--- config.mk ---
export PLATFORM = sky130hd
export DESIGN_NAME = dslink_ctrl
export DESIGN_NICKNAME = d
export VERILOG_FILES = /design/src/rtl/dslink_pkg.sv /design/src/rtl/dslink_timer.sv /design/src/rtl/dslink_credit.sv /design/src/rtl/dslink_fsm.sv /design/src/rtl/dslink_ctrl.sv
export SDC_FILE = /design/constraint.sdc
export NUM_CORES = 1
export LEC_CHECK = 0
export CORE_UTILIZATION = 50
export DETAILED_ROUTE_END_ITERATION = 12
export DONT_BUFFER_PORTS = 1
export SKIP_CTS_REPAIR_TIMING = 1
export SYNTH_ARGS = -nofsm -noshare
export SYNTH_HDL_FRONTEND = slang
export SYNTH_SLANG_ARGS = --single-unit
--- constraint.sdc ---
create_clock -name clk -period 3.8 [get_ports clk]
set_input_delay 0.57 -clock clk [delete_from_list [all_inputs] [get_ports clk]]
set_output_delay 0.57 -clock clk [all_outputs]
set_load 0.005 [all_outputs]
--- src/rtl/dslink_pkg.sv ---
package dslink_pkg;
  typedef enum logic [2:0] {
    LS_SETTLE  = 3'd0,
    LS_LISTEN  = 3'd1,
    LS_IDLE    = 3'd2,
    LS_STARTED = 3'd3,
    LS_CONNECT = 3'd4,
    LS_RUN     = 3'd5
  } link_state_t;

  localparam int ERR_N  = 4;
  localparam int E_DISC = 0;
  localparam int E_PAR  = 1;
  localparam int E_ESC  = 2;
  localparam int E_CRED = 3;
endpackage

--- src/rtl/dslink_timer.sv ---
module dslink_timer #(
  parameter int RST_CYC  = 64,
  parameter int WAIT_CYC = 128
) (
  input  logic clk,
  input  logic rst,
  input  logic restart,
  output logic rst_done,
  output logic wait_done
);
  localparam int TW = $clog2(WAIT_CYC + 1);
  localparam logic [TW-1:0] RST_LAST  = TW'(RST_CYC - 1);
  localparam logic [TW-1:0] WAIT_LAST = TW'(WAIT_CYC - 1);

  logic [TW-1:0] cnt;

  always_ff @(posedge clk) begin
    if (rst || restart) cnt <= '0;
    else if (cnt != WAIT_LAST) cnt <= cnt + 1'b1;
  end

  assign rst_done  = (cnt == RST_LAST);
  assign wait_done = (cnt == WAIT_LAST);

  // the counter never moves past its saturation point
  assert_timer_sat_R5: assert property (@(posedge clk) disable iff (rst)
    (cnt == WAIT_LAST && !restart) |=> (cnt == WAIT_LAST));
endmodule

--- src/rtl/dslink_credit.sv ---
module dslink_credit #(
  parameter int FCT_STEP = 8,
  parameter int CRED_CAP = 56,
  parameter int ROOM_W   = 6
) (
  input  logic              clk,
  input  logic              rst,
  input  logic              clear,
  input  logic              live,
  input  logic              in_run,
  input  logic              rx_fct,
  input  logic              tx_sent,
  input  logic              rx_nchar,
  input  logic [ROOM_W-1:0] rx_room,
  input  logic              fct_ready,
  output logic              fct_valid,
  output logic              tx_ok,
  output logic              cred_err
);
  localparam int CW = $clog2(CRED_CAP + 1);

  logic [CW-1:0] tx_cred;
  logic [CW-1:0] rx_grant;
  logic          sent_eff;
  logic          take;
  logic          dec;
  int            tx_sum;
  int            grant_next;

  assign sent_eff = tx_sent && (tx_cred != '0);
  assign tx_sum   = int'(tx_cred) + FCT_STEP - (sent_eff ? 1 : 0);
  assign cred_err = in_run && rx_fct && (tx_sum > CRED_CAP);
  assign tx_ok    = in_run && (tx_cred != '0);

  always_ff @(posedge clk) begin
    if (rst || clear) tx_cred <= '0;
    else if (live && rx_fct && !cred_err) tx_cred <= CW'(tx_sum);
    else if (sent_eff) tx_cred <= tx_cred - 1'b1;
  end

  assign grant_next = int'(rx_grant) + FCT_STEP;
  assign fct_valid  = live && (grant_next <= CRED_CAP) && (int'(rx_room) >= grant_next);
  assign take       = fct_valid && fct_ready;
  assign dec        = live && rx_nchar && (rx_grant != '0);

  always_ff @(posedge clk) begin
    if (rst || clear) rx_grant <= '0;
    else if (take || dec)
      rx_grant <= CW'(int'(rx_grant) + (take ? FCT_STEP : 0) - (dec ? 1 : 0));
  end

  assert_credit_cap_R8: assert property (@(posedge clk) disable iff (rst)
    int'(tx_cred) <= CRED_CAP);
  assert_grant_cap_R9: assert property (@(posedge clk) disable iff (rst)
    int'(rx_grant) <= CRED_CAP);
  assert_fct_live_R9: assert property (@(posedge clk) disable iff (rst)
    fct_valid |-> live);
  assert_ok_drop_R7: assert property (@(posedge clk) disable iff (rst)
    (clear) |=> !tx_ok);
endmodule

--- src/rtl/dslink_fsm.sv ---
module dslink_fsm
  import dslink_pkg::*;
(
  input  logic             clk,
  input  logic             rst,
  input  logic             link_start,
  input  logic             auto_start,
  input  logic             link_dis,
  input  logic             rx_null,
  input  logic             rx_fct,
  input  logic             rx_nchar,
  input  logic             rx_err_disc,
  input  logic             rx_err_par,
  input  logic             rx_err_esc,
  input  logic             cred_err,
  input  logic             rst_done,
  input  logic             wait_done,
  output link_state_t      st,
  output logic             restart,
  output logic [ERR_N-1:0] err_q
);
  link_state_t      nxt;
  logic             got_null;
  logic             null_seen;
  logic             rx_bad;
  logic             early;
  logic             go;
  logic [ERR_N-1:0] err_src;

  assign null_seen = got_null || rx_null;
  assign rx_bad    = rx_err_disc || rx_err_par || rx_err_esc;
  assign early     = rx_fct || rx_nchar;
  assign go        = !link_dis && (link_start || (auto_start && null_seen));

  always_comb begin
    nxt = st;
    case (st)
      LS_SETTLE:  if (rst_done) nxt = LS_LISTEN;
      LS_LISTEN:  if (rx_bad || early) nxt = LS_SETTLE;
                  else if (wait_done) nxt = LS_IDLE;
      LS_IDLE:    if (rx_bad || early) nxt = LS_SETTLE;
                  else if (go) nxt = LS_STARTED;
      LS_STARTED: if (link_dis || rx_bad || early || wait_done) nxt = LS_SETTLE;
                  else if (null_seen) nxt = LS_CONNECT;
      LS_CONNECT: if (link_dis || rx_bad || rx_nchar || wait_done) nxt = LS_SETTLE;
                  else if (rx_fct) nxt = LS_RUN;
      LS_RUN:     if (link_dis || rx_bad || cred_err) nxt = LS_SETTLE;
      default:    nxt = LS_SETTLE;
    endcase
  end

  assign restart = (nxt != st);

  always_ff @(posedge clk) begin
    if (rst) st <= LS_SETTLE;
    else st <= nxt;
  end

  always_ff @(posedge clk) begin
    if (rst || st == LS_SETTLE) got_null <= 1'b0;
    else if (rx_null) got_null <= 1'b1;
  end

  assign err_src[E_DISC] = rx_err_disc;
  assign err_src[E_PAR]  = rx_err_par;
  assign err_src[E_ESC]  = rx_err_esc;
  assign err_src[E_CRED] = cred_err;

  for (genvar g = 0; g < ERR_N; g++) begin : g_err
    always_ff @(posedge clk) begin
      if (rst) err_q[g] <= 1'b0;
      else err_q[g] <= (st == LS_RUN) && err_src[g];
    end

    assert_err_pulse_R6: assert property (@(posedge clk) disable iff (rst)
      err_q[g] |=> !err_q[g]);
    assert_err_settle_R6: assert property (@(posedge clk) disable iff (rst)
      err_q[g] |-> (st == LS_SETTLE));
  end

  assert_dis_idle_R4: assert property (@(posedge clk) disable iff (rst)
    (st == LS_IDLE && link_dis) |=> (st != LS_STARTED));
  assert_run_entry_R5: assert property (@(posedge clk) disable iff (rst)
    (st == LS_RUN && $past(st) != LS_RUN) |-> $past(st == LS_CONNECT));
endmodule

--- src/rtl/dslink_ctrl.sv ---
module dslink_ctrl #(
  parameter int CLK_HZ   = 10_000_000,
  parameter int FCT_STEP = 8,
  parameter int CRED_CAP = 56,
  parameter int ROOM_W   = 6
) (
  input  logic              clk,
  input  logic              rst,
  input  logic              link_start,
  input  logic              auto_start,
  input  logic              link_dis,
  input  logic              rx_null,
  input  logic              rx_fct,
  input  logic              rx_nchar,
  input  logic              rx_err_disc,
  input  logic              rx_err_par,
  input  logic              rx_err_esc,
  input  logic [ROOM_W-1:0] rx_room,
  input  logic              tx_nchar_done,
  output logic              fct_valid,
  input  logic              fct_ready,
  output logic              rx_en,
  output logic              tx_en,
  output logic              tx_ok,
  output logic              started,
  output logic              connecting,
  output logic              running,
  output logic              err_disc,
  output logic              err_par,
  output logic              err_esc,
  output logic              err_cred
);
  import dslink_pkg::*;

  localparam longint RST_RAW  = (longint'(CLK_HZ) * 64) / 10_000_000;
  localparam int     RST_CYC  = (RST_RAW < 1) ? 1 : int'(RST_RAW);
  localparam int     WAIT_CYC = 2 * RST_CYC;

  link_state_t      st;
  logic             restart;
  logic             rst_done;
  logic             wait_done;
  logic             cred_err;
  logic [ERR_N-1:0] err_q;

  dslink_timer #(.RST_CYC(RST_CYC), .WAIT_CYC(WAIT_CYC)) u_timer (
    .clk(clk), .rst(rst), .restart(restart),
    .rst_done(rst_done), .wait_done(wait_done)
  );

  dslink_fsm u_fsm (
    .clk(clk), .rst(rst),
    .link_start(link_start), .auto_start(auto_start), .link_dis(link_dis),
    .rx_null(rx_null), .rx_fct(rx_fct), .rx_nchar(rx_nchar),
    .rx_err_disc(rx_err_disc), .rx_err_par(rx_err_par), .rx_err_esc(rx_err_esc),
    .cred_err(cred_err), .rst_done(rst_done), .wait_done(wait_done),
    .st(st), .restart(restart), .err_q(err_q)
  );

  dslink_credit #(.FCT_STEP(FCT_STEP), .CRED_CAP(CRED_CAP), .ROOM_W(ROOM_W)) u_credit (
    .clk(clk), .rst(rst),
    .clear(st == LS_SETTLE),
    .live(st == LS_CONNECT || st == LS_RUN),
    .in_run(st == LS_RUN),
    .rx_fct(rx_fct), .tx_sent(tx_nchar_done), .rx_nchar(rx_nchar),
    .rx_room(rx_room), .fct_ready(fct_ready),
    .fct_valid(fct_valid), .tx_ok(tx_ok), .cred_err(cred_err)
  );

  assign started    = (st == LS_STARTED);
  assign connecting = (st == LS_CONNECT);
  assign running    = (st == LS_RUN);
  assign rx_en      = (st != LS_SETTLE);
  assign tx_en      = started || connecting || running;
  assign err_disc   = err_q[E_DISC];
  assign err_par    = err_q[E_PAR];
  assign err_esc    = err_q[E_ESC];
  assign err_cred   = err_q[E_CRED];

  assert_status_onehot_R10: assert property (@(posedge clk) disable iff (rst)
    $onehot0({started, connecting, running}));
  assert_tx_quiet_R1: assert property (@(posedge clk) disable iff (rst)
    !rx_en |-> !tx_en);
endmodule

### Yosys cells after proc, flatten, opt, wreduce, memory -nomap -nowiden

Cells that the tools add are included.

* register bits after elaboration: 28
* bits of input ports: 19
* output and inout bits: 11
* word-level logic and storage cells: 86

* $add $sub $neg: 7
* $lt $le $gt $ge: 3
* equality and inequality tests: 9
* muxes and demuxes: 16
* reduce and logical (&&, ||, !) cells: 42

Operators with widths (count)
* $ge 7x32->1: 1
* $gt 32x7->1 const B: 1
* $le 32x7->1 const B: 1
* $sub 32x32->32: 1
* $mux 3: 10
* $logic_or 1x1->1: 18
* $pmux 3 s6: 1
* $logic_and 1x1->1: 17
* $add 6x4->7 const B: 2
* $mux 6: 2
* $reduce_bool 6->1: 2
* $add 8x1->8 const B: 1
* $eq 8x6->1 const B: 1
* $eq 8x7->1 const B: 1
* $ne 8x7->1 const B: 1
* $add 6x6->6: 1
* $eq 3x2->1 const B: 2
* $eq 3x3->1 const B: 2
* $sub 6x1->6 const B: 1
* $sub 6x6->6: 1
* $mux 4: 1
* $eq 3x1->1 const B: 1
* $logic_not 3->1: 1
* $ne 3x3->1: 1
* other kinds (4): 6

### Depth between registers and ports, before layout

Gate-level depths: netlist of the first run.

* depth in word-level cells: 11
* mapped depth: 15
* depth with buffers taken out: 15

### By module

Synthesis of the first run repeated with hierarchy kept, for this count alone.

* cells, all modules: 279
* area total of the unflattened synthesis: 2338.5 µm²

Modules (own cells, without submodules)
* dslink_credit: times used 1, cells each 169, area each 1411.4 µm², seq. area each 240.2 µm²
* dslink_fsm: times used 1, cells each 53, area each 484.2 µm², seq. area each 160.2 µm²
* dslink_timer: times used 1, cells each 48, area each 394.1 µm², seq. area each 160.2 µm²
* dslink_ctrl: times used 1, cells each 9, area each 48.8 µm², seq. area each 0.0 µm²

### Least setup slack after synthesis of the first run

OpenSTA, ideal clock, no wires.

* path kind: reg2reg
* start: register u_credit.tx_cred[3]
* end: register u_timer.cnt[2]
* setup time: 0.142 ns
* data arrival time: 3.160 ns
* data required time: 3.658 ns
* slack: 0.498 ns
* cell stages (with the launch flop): 15
* path buffers: 1
* period minus slack after synthesis: 3.302 ns
* cells stage by stage: dfxtp_1 > clkbuf_1 > nor4_1 > a21boi_1 > ha_1 > ha_1 > nand3b_1 > or2_2 > nor2_1 > ha_1 > nor2b_1 > nand2_1 > o2111ai_2 > a211oi_2 > nor4_1

* word-level cells in the longest chain between the ends: 11
* elaborated cells between the ends (all ways): 12
* those cells by class: add/sub (2); order compare (1); eq/ne (1); mux (3); reduce/logical (5)

RTL lines
* start, declared: RTL line dslink_credit.sv:22 `logic [CW-1:0] tx_cred;`
* start signal, assigned: RTL line dslink_credit.sv:37 `else if (live && rx_fct && !cred_err) tx_cred <= CW'(tx_sum);`
* start signal, assigned: RTL line dslink_credit.sv:38 `else if (sent_eff) tx_cred <= tx_cred - 1'b1;`
* branches (longest 3 deep; another with $add 6x4->7)
* $sub 32x32->32 (*): RTL line dslink_credit.sv:31 `assign tx_sum = int'(tx_cred) + FCT_STEP - (sent_eff ? 1 : 0);`
* $gt 32x7->1 (*): RTL line dslink_credit.sv:32 `assign cred_err = in_run && rx_fct && (tx_sum > CRED_CAP);`
* $logic_and 1x1->1 (*): RTL line dslink_credit.sv:32
* $logic_or 1x1->1 (*): RTL line dslink_fsm.sv:47 `LS_RUN: if (link_dis || rx_bad || cred_err) nxt = LS_SETTLE;`
* $mux 3 (*): RTL line dslink_fsm.sv:47
* $pmux 3 s6 (*): RTL line dslink_fsm.sv:37 `case (st)`
* $ne 3x3->1 (*): RTL line dslink_fsm.sv:52 `assign restart = (nxt != st);`
* $logic_or 1x1->1 (*): RTL line dslink_timer.sv:18 `if (rst || restart) cnt <= '0;`
* end signal, assigned: RTL line dslink_timer.sv:19 `else if (cnt != WAIT_LAST) cnt <= cnt + 1'b1;`
* end, declared: RTL line dslink_timer.sv:15 `logic [TW-1:0] cnt;`

Every way passes the cells marked *.
A chain may end at the register's enable or synchronous reset.

### Final worst setup path of the first run

* start: register u_credit.tx_cred[1]
* end: register u_credit.tx_cred[5]

* word-level cells in the longest chain between the ends: 9
* elaborated cells between the ends (all ways): 13
* those cells by class: add/sub (3); order compare (1); mux (3); reduce/logical (6)

RTL lines
* branches (longest 9 deep; another with $sub 32x32->32)

Parallel ways; which one is timed is not known. The select of a mux whose other input is x is not followed.

==> results.tsv, run 1 <==
metric	value	unit
period_share	86.2	%
path_class	reg -> reg	
hold_violations	0	
tns	0	ns
synth_top_family_by_area	simple AND/OR/NAND/NOR gates	
max_stage_delay	0.47	ns
start_util	53.5	%
min_path_type	in -> reg	
viasPerCell	5.92	
overflow	0	
firstDrtPassIters	4	
boundaryPins	30	
status	completed	
areaGrowthSynthToFinish	4.04	%
wl_per_cell	14.2	um
wl	4470	um
core_area	4120	um^2
cts_buffers	3	
ys_ff_latch	28	
comb_power_share	3.8	%
cts_root_buffer	clkbuf_8	
grt_setup_unrepaired	no	
worst_clock_skew	0.00139	ns
critPathSlowestCell	or4_1	
seq_power_share	62.2	%
tightest_slew	0.859	ns
crit_required	4.02	ns
p_leak	0.877	nW
max_cap_violations	0	
power_density	210	nW/um^2
report.final.slew_viol_count	0	
synth_edf_count	0	
synthFlopType	dfxtp_1	
vias	1865	
setup_viol	0	
cp_num_buf_inv	2	
synthXorXnorAreaFrac	3.19	%
die_w	68.3	um
intPower	0.376	mW
power_switching_share	21.7	%
drive_gt1_share	7.92	%
synthesis.nets	313	
syn_inst	269	
period_needed	3.28	ns
total_power	0.480	mW
synth_mux_area_share	1.88	%
cts_tree	yes	
slew_headroom	42.6	%
synth_adder_area_share	14.6	%
cp_common_cell	ha_1	
synthTopCellsByArea	dfxtp_1 (25%), ha_1 (14%), nor2_1 (3.9%)	
p_clk_share	34.0	%
fmax	305	MHz
grt_use_total	20.0	%
grt_first_pass_wirelength	7090	um
first_global_vias	1583	
ys_warn_count	0	
p_sw	0.104	mW
dpl.hpwl	3380	um
synth_compound_area_share	16.7	%
synth_top_area_share	25.5	%
clock_sinks	28	
yosysUniqueCellTypes	58	
avgSynthCellArea	8.18	um^2
yosysSeqAreaShare	25.5	%
n_antenna_cell	0	
cp_top_family	simple AND/OR/NAND/NOR gates	
antenna_found_initial	0	
cts-htree-levels	1	
cp_data_arrival_time	3.49	ns
io_buffers	0	
worstPathCellList	inv_1 -> ha_1 -> a21boi_1 -> ha_1 -> ha_1 -> nand3b_1 -> or2_2 -> nor2_1 -> ha_1 -> nor2b_1 -> nand4_1 -> o21ai_1 -> buf_4 -> or4_1 -> nand3_1	
cp-start-kind	flip-flop	
peakVddDrop	0.000187	V
grt_max_degree	16	
final_nets	311	
clk_latency	0.27	ns
rows	23	
path_max_fanout	14	
drtIter0Drc	85	
synthArstFlopShare	0	%
die_y	68.3	um
cp-end-kind	flip-flop	
synthesis.area	2200	um^2
drc	0	
die_area	4670	um^2
cts_buffer_depth	2	
yosys.area.top_type	dfxtp_1	
antenna_left	0	
gp_congestion	0.800	
synth-simple-area-share	31.7	%
clk_pin_slew_worst_paths	0.09	ns
-- cells by family (layout without fill, tap and decap cells) --
logic type | count (synthesis) | count (layout)
and+or+nand+nor | 121 | 121
xor gates and xnor gates | 8 | 8
adders and majority gates | 25 | 25
buffers and inverters | 34 | 30
DFF | 28 | 28
muxes | 4 | 4
AOI/OAI and AO/OA | 49 | 49
-- final timing paths --
check	startpoint	to	slack (ns)	depth (start not counted)
setup / recovery	u_credit.tx_cred[1]	u_credit.tx_cred[5]	0.52	15
hold / removal	rst	u_fsm.err_q[3]	0.35	1
setup reg to reg	u_credit.tx_cred[1]	u_credit.tx_cred[5]	0.52	15
hold reg to reg	u_credit.rx_grant[0]	u_credit.rx_grant[0]	0.51	2
-- cell usage in the layout, fill, tap and decap left out, types with 5 or more instances in the layout --
cell / netlist / routed
inv_1: 20 / 20
nor4_1: 6 / 6
nor2b_1: 5 / 5
buf_4: 1 / 7
nand2_1: 18 / 18
nand3_1: 17 / 17
a21oi_1: 7 / 7
nor3_1: 12 / 12
xor2_1: 5 / 5
ha_1: 24 / 24
nor2_1: 23 / 23
dfxtp_1: 28 / 28
nand4_1: 7 / 7
o21ai_0: 10 / 10
-- routing by layer --
metal	GRT usage (%)	routed length, um	share of wire, %	vias up
met5	0	0	0	-
met3	4.17	199	4.5	2
met1	26.6	2360	53	841
met2	33.0	1890	42	36
met4	3.91	22	0.49	0
li1	-	-	-	986
-- flip-flops by register name, summed over array words and instances, names as in the netlist --
register,cells
u_timer.cnt,8
u_credit.rx_grant,6
u_fsm.err_q,4
u_fsm.st,3
u_credit.tx_cred,6
u_fsm.got_null,1
-- power groups by stage --
stage                     registers [mW]  clock network [mW]  logic [mW]
final                              0.299               0.163      0.0182
after detailed placement           0.305                   0      0.0180
after global routing               0.299               0.182      0.0213
after global placement             0.306                   0      0.0179
after floorplan                    0.305                   0      0.0189
after CTS                          0.299               0.173      0.0182
-- metrics by stage --
step	std cells	worst slack, ns	hold WS [ns]	area (um^2)	utilization, %
after floorplan	269	0.498	0.475	2200	-
after global placement	312	0.402	0.497	2250	54.6
after detailed placement	312	0.350	0.507	2250	54.6
after CTS	315	0.549	0.347	2290	55.6
after global routing	315	0.298	0.341	2290	55.6
final	315	0.525	0.354	2290	55.6
-- synthesized netlist by cell type, types with 2 or more instances --
library cell	instances
a211oi_1	4
a21o_1	4
a21oi_1	7
a31oi_1	3
and3_1	2
buf_2	3
clkbuf_1	9
dfxtp_1	28
ha_1	24
inv_1	20
mux2i_1	3
nand2_1	18
nand2b_1	4
nand3_1	17
nand3b_1	2
nand4_1	7
nand4b_1	4
nor2_1	23
nor2b_1	5
nor3_1	12
nor3b_1	4
nor4_1	6
nor4b_2	2
o21ai_0	10
o31ai_1	3
o41a_1	2
or2_2	2
or3_1	2
or4_1	4
xnor2_1	3
xor2_1	5
-- worst register-to-register path, delay by kind of cell (launching register included) --
kind	cells	cell delay, ns
AO/OA/AOI/OAI	2	0.23
adder cells (fa/ha/maj)	4	0.88
buffers and inverters	2	0.30
flip-flops	1	0.41
AND/OR/NAND/NOR	7	1.41
-- cell type report --
class                      instances  area, um^2
fill                             405        1830
multi-input combinational        207        1500
sequential                        28         561
inverter                          20        75.1
tap                               50        62.6
timing repair buffer               7        52.6
clock buffer                       3        41.3
No activity file was read; power rests on OpenSTA's default activity.
==> inputs of run 2 (changes only) <==
GPL_TIMING_DRIVEN = 0   (was unset)
PLACE_DENSITY = 0.68   (was unset)
==> run 2 against run 1 <==
Highest routed layer unchanged; die area is the same; maximum frequency shrank 4.2%; hold slack gained 0.078 ns; non-clock buffer count grew 7; utilization grew 1.8 points; power grew 17%; critical path type unchanged.
==> results.tsv, run 2 (synthesis gave the netlist of run 1 again) <==
metric	value	unit
grt_use_total	21.2	%
period_share	90.0	%
report.final.slew_viol_count	0	
clk_pin_slew_worst_paths	0.11	ns
r2r_end	u_credit.tx_cred[0]	
clk_latency	0.28	ns
r2r_start	u_credit.tx_cred[3]	
min_path_type	in -> reg	
cts_buffers	3	
drc	0	
r2r_cells	15	
cts-htree-levels	1	
tns	0	ns
die_y	68.3	um
grt_max_degree	17	
status	completed	
cts_tree	yes	
viasPerCell	5.96	
hold_violations	0	
setup_viol	0	
power_density	238	nW/um^2
die_area	4670	um^2
design_area	2360	um^2
boundaryPins	30	
overflow	0	
path_class	reg -> reg	
cts_root_buffer	clkbuf_8	
first_global_vias	1788	
gp_congestion	0.857	
tightest_slew	0.557	ns
most-common-layout-cells	dfxtp_1 (28), ha_1 (24), nor2_1 (23)	
path_max_fanout	10	
placed_area	2260	um^2
p_leak	0.908	nW
die_w	68.3	um
rows	23	
worstHoldStart	rx_err_disc	
slew_headroom	62.9	%
start_util	53.5	%
clock_sinks	28	
io_buffers	0	
worst-r2r-setup-slack	0.38	ns
period_needed	3.42	ns
cts_buffer_depth	2	
cp-end-kind	flip-flop	
reg_top3	u_timer.cnt: 8 flops, u_credit.rx_grant: 6 flops, u_credit.tx_cred: 6 flops	
final_common_cell	dfxtp_1	
drtIter0Drc	90	
drive_gt1_share	9.89	%
holdPathEnd	u_fsm.err_q[0]	
whs_path_depth	1	
antenna_found_initial	0	
final_nets	318	
wl	4560	um
vias	1924	
top_register	u_timer.cnt	
fmax	292	MHz
cp_data_arrival_time	3.61	ns
largest_reg_flops	8	
n_antenna_cell	0	
dpl.hpwl	3490	um
areaGrowthSynthToFinish	7.39	%
peakVddDrop	0.000193	V
grt_first_pass_wirelength	7500	um
wl_per_cell	14.1	um
antenna_left	0	
grt_setup_unrepaired	no	
firstDrtPassIters	4	
cp-start-kind	flip-flop	
worst_clock_skew	0.0121	ns
core_area	4120	um^2
crit_required	3.99	ns
max_cap_violations	0	
run 2: changes by cell type in the layout (fill, tap and decap cells not counted), sizes merged:
cell,change
bufinv,+1
clkbuf,+8
buf,-1
run 2: final cells by class:
class	count	area, um^2
clock inverter	1	30.0
fill	384	1750
sequential	28	561
buffer	13	67.6
clock buffer	3	41.3
timing repair buffer	1	7.51
multi-input combinational	207	1520
inverter	20	75.1
tap	50	62.6
run 2: worst max-delay path, stage by stage (launching register included):
cell	delay (ns)
dfxtp_1	0.40
clkbuf_2	0.24
nor4_2	0.09
a21boi_2	0.32
ha_1	0.25
ha_1	0.23
nand3b_1	0.17
or2_2	0.33
nor2_1	0.10
ha_1	0.12
nor2b_1	0.16
nand4_1	0.12
o21ai_2	0.26
clkbuf_2	0.27
nor2_1	0.07
a211oi_1	0.20
run 2: power breakdown:
group | leakage (nW) | switching (mW) | internal, mW
clock | 0.0357 | 0.0996 | 0.141
sequential | 0.226 | 0.00263 | 0.296
combinational | 0.646 | 0.0123 | 0.0105
total | 0.908 | 0.114 | 0.448
run 2: worst max-delay path by stage:
stage                                    from                  end  slack [ns]  cells past startpoint
after global placement    u_credit.tx_cred[3]  u_credit.tx_cred[0]       -0.12                     15
after global routing      u_credit.tx_cred[2]  u_credit.tx_cred[0]        0.09                     15
after CTS                 u_credit.tx_cred[2]  u_credit.tx_cred[0]       -0.18                     15
after detailed placement  u_credit.tx_cred[3]  u_credit.tx_cred[0]       -0.12                     15
final                     u_credit.tx_cred[3]  u_credit.tx_cred[0]        0.38                     15
after floorplan           u_credit.tx_cred[3]       u_timer.cnt[2]        0.50                     14
run 2: stage by stage:
stage / power, mW / utilization (%) / worst slack [ns] / cells / hold WS [ns]
6_report: 0.562 / 57.4 / 0.380 / 323 / 0.432
5_1_grt: 0.584 / 57.4 / 0.0888 / 323 / 0.418
4_1_cts: 0.573 / 56.7 / -0.176 / 323 / 0.424
3_5_place_dp: 0.328 / 55.0 / -0.125 / 319 / 0.499
3_3_place_gp: 0.328 / 55.0 / -0.121 / 319 / 0.496
2_1_floorplan: 0.324 / - / 0.498 / 269 / 0.475
run 2: routing by layer:
metal	vias to the layer above	track usage (%)	wire length (um)
met1	867	24.8	2160
li1	1000	-	-
met5	-	0	0
met3	6	4.83	258
met2	51	37.1	2070
met4	0	8.33	68
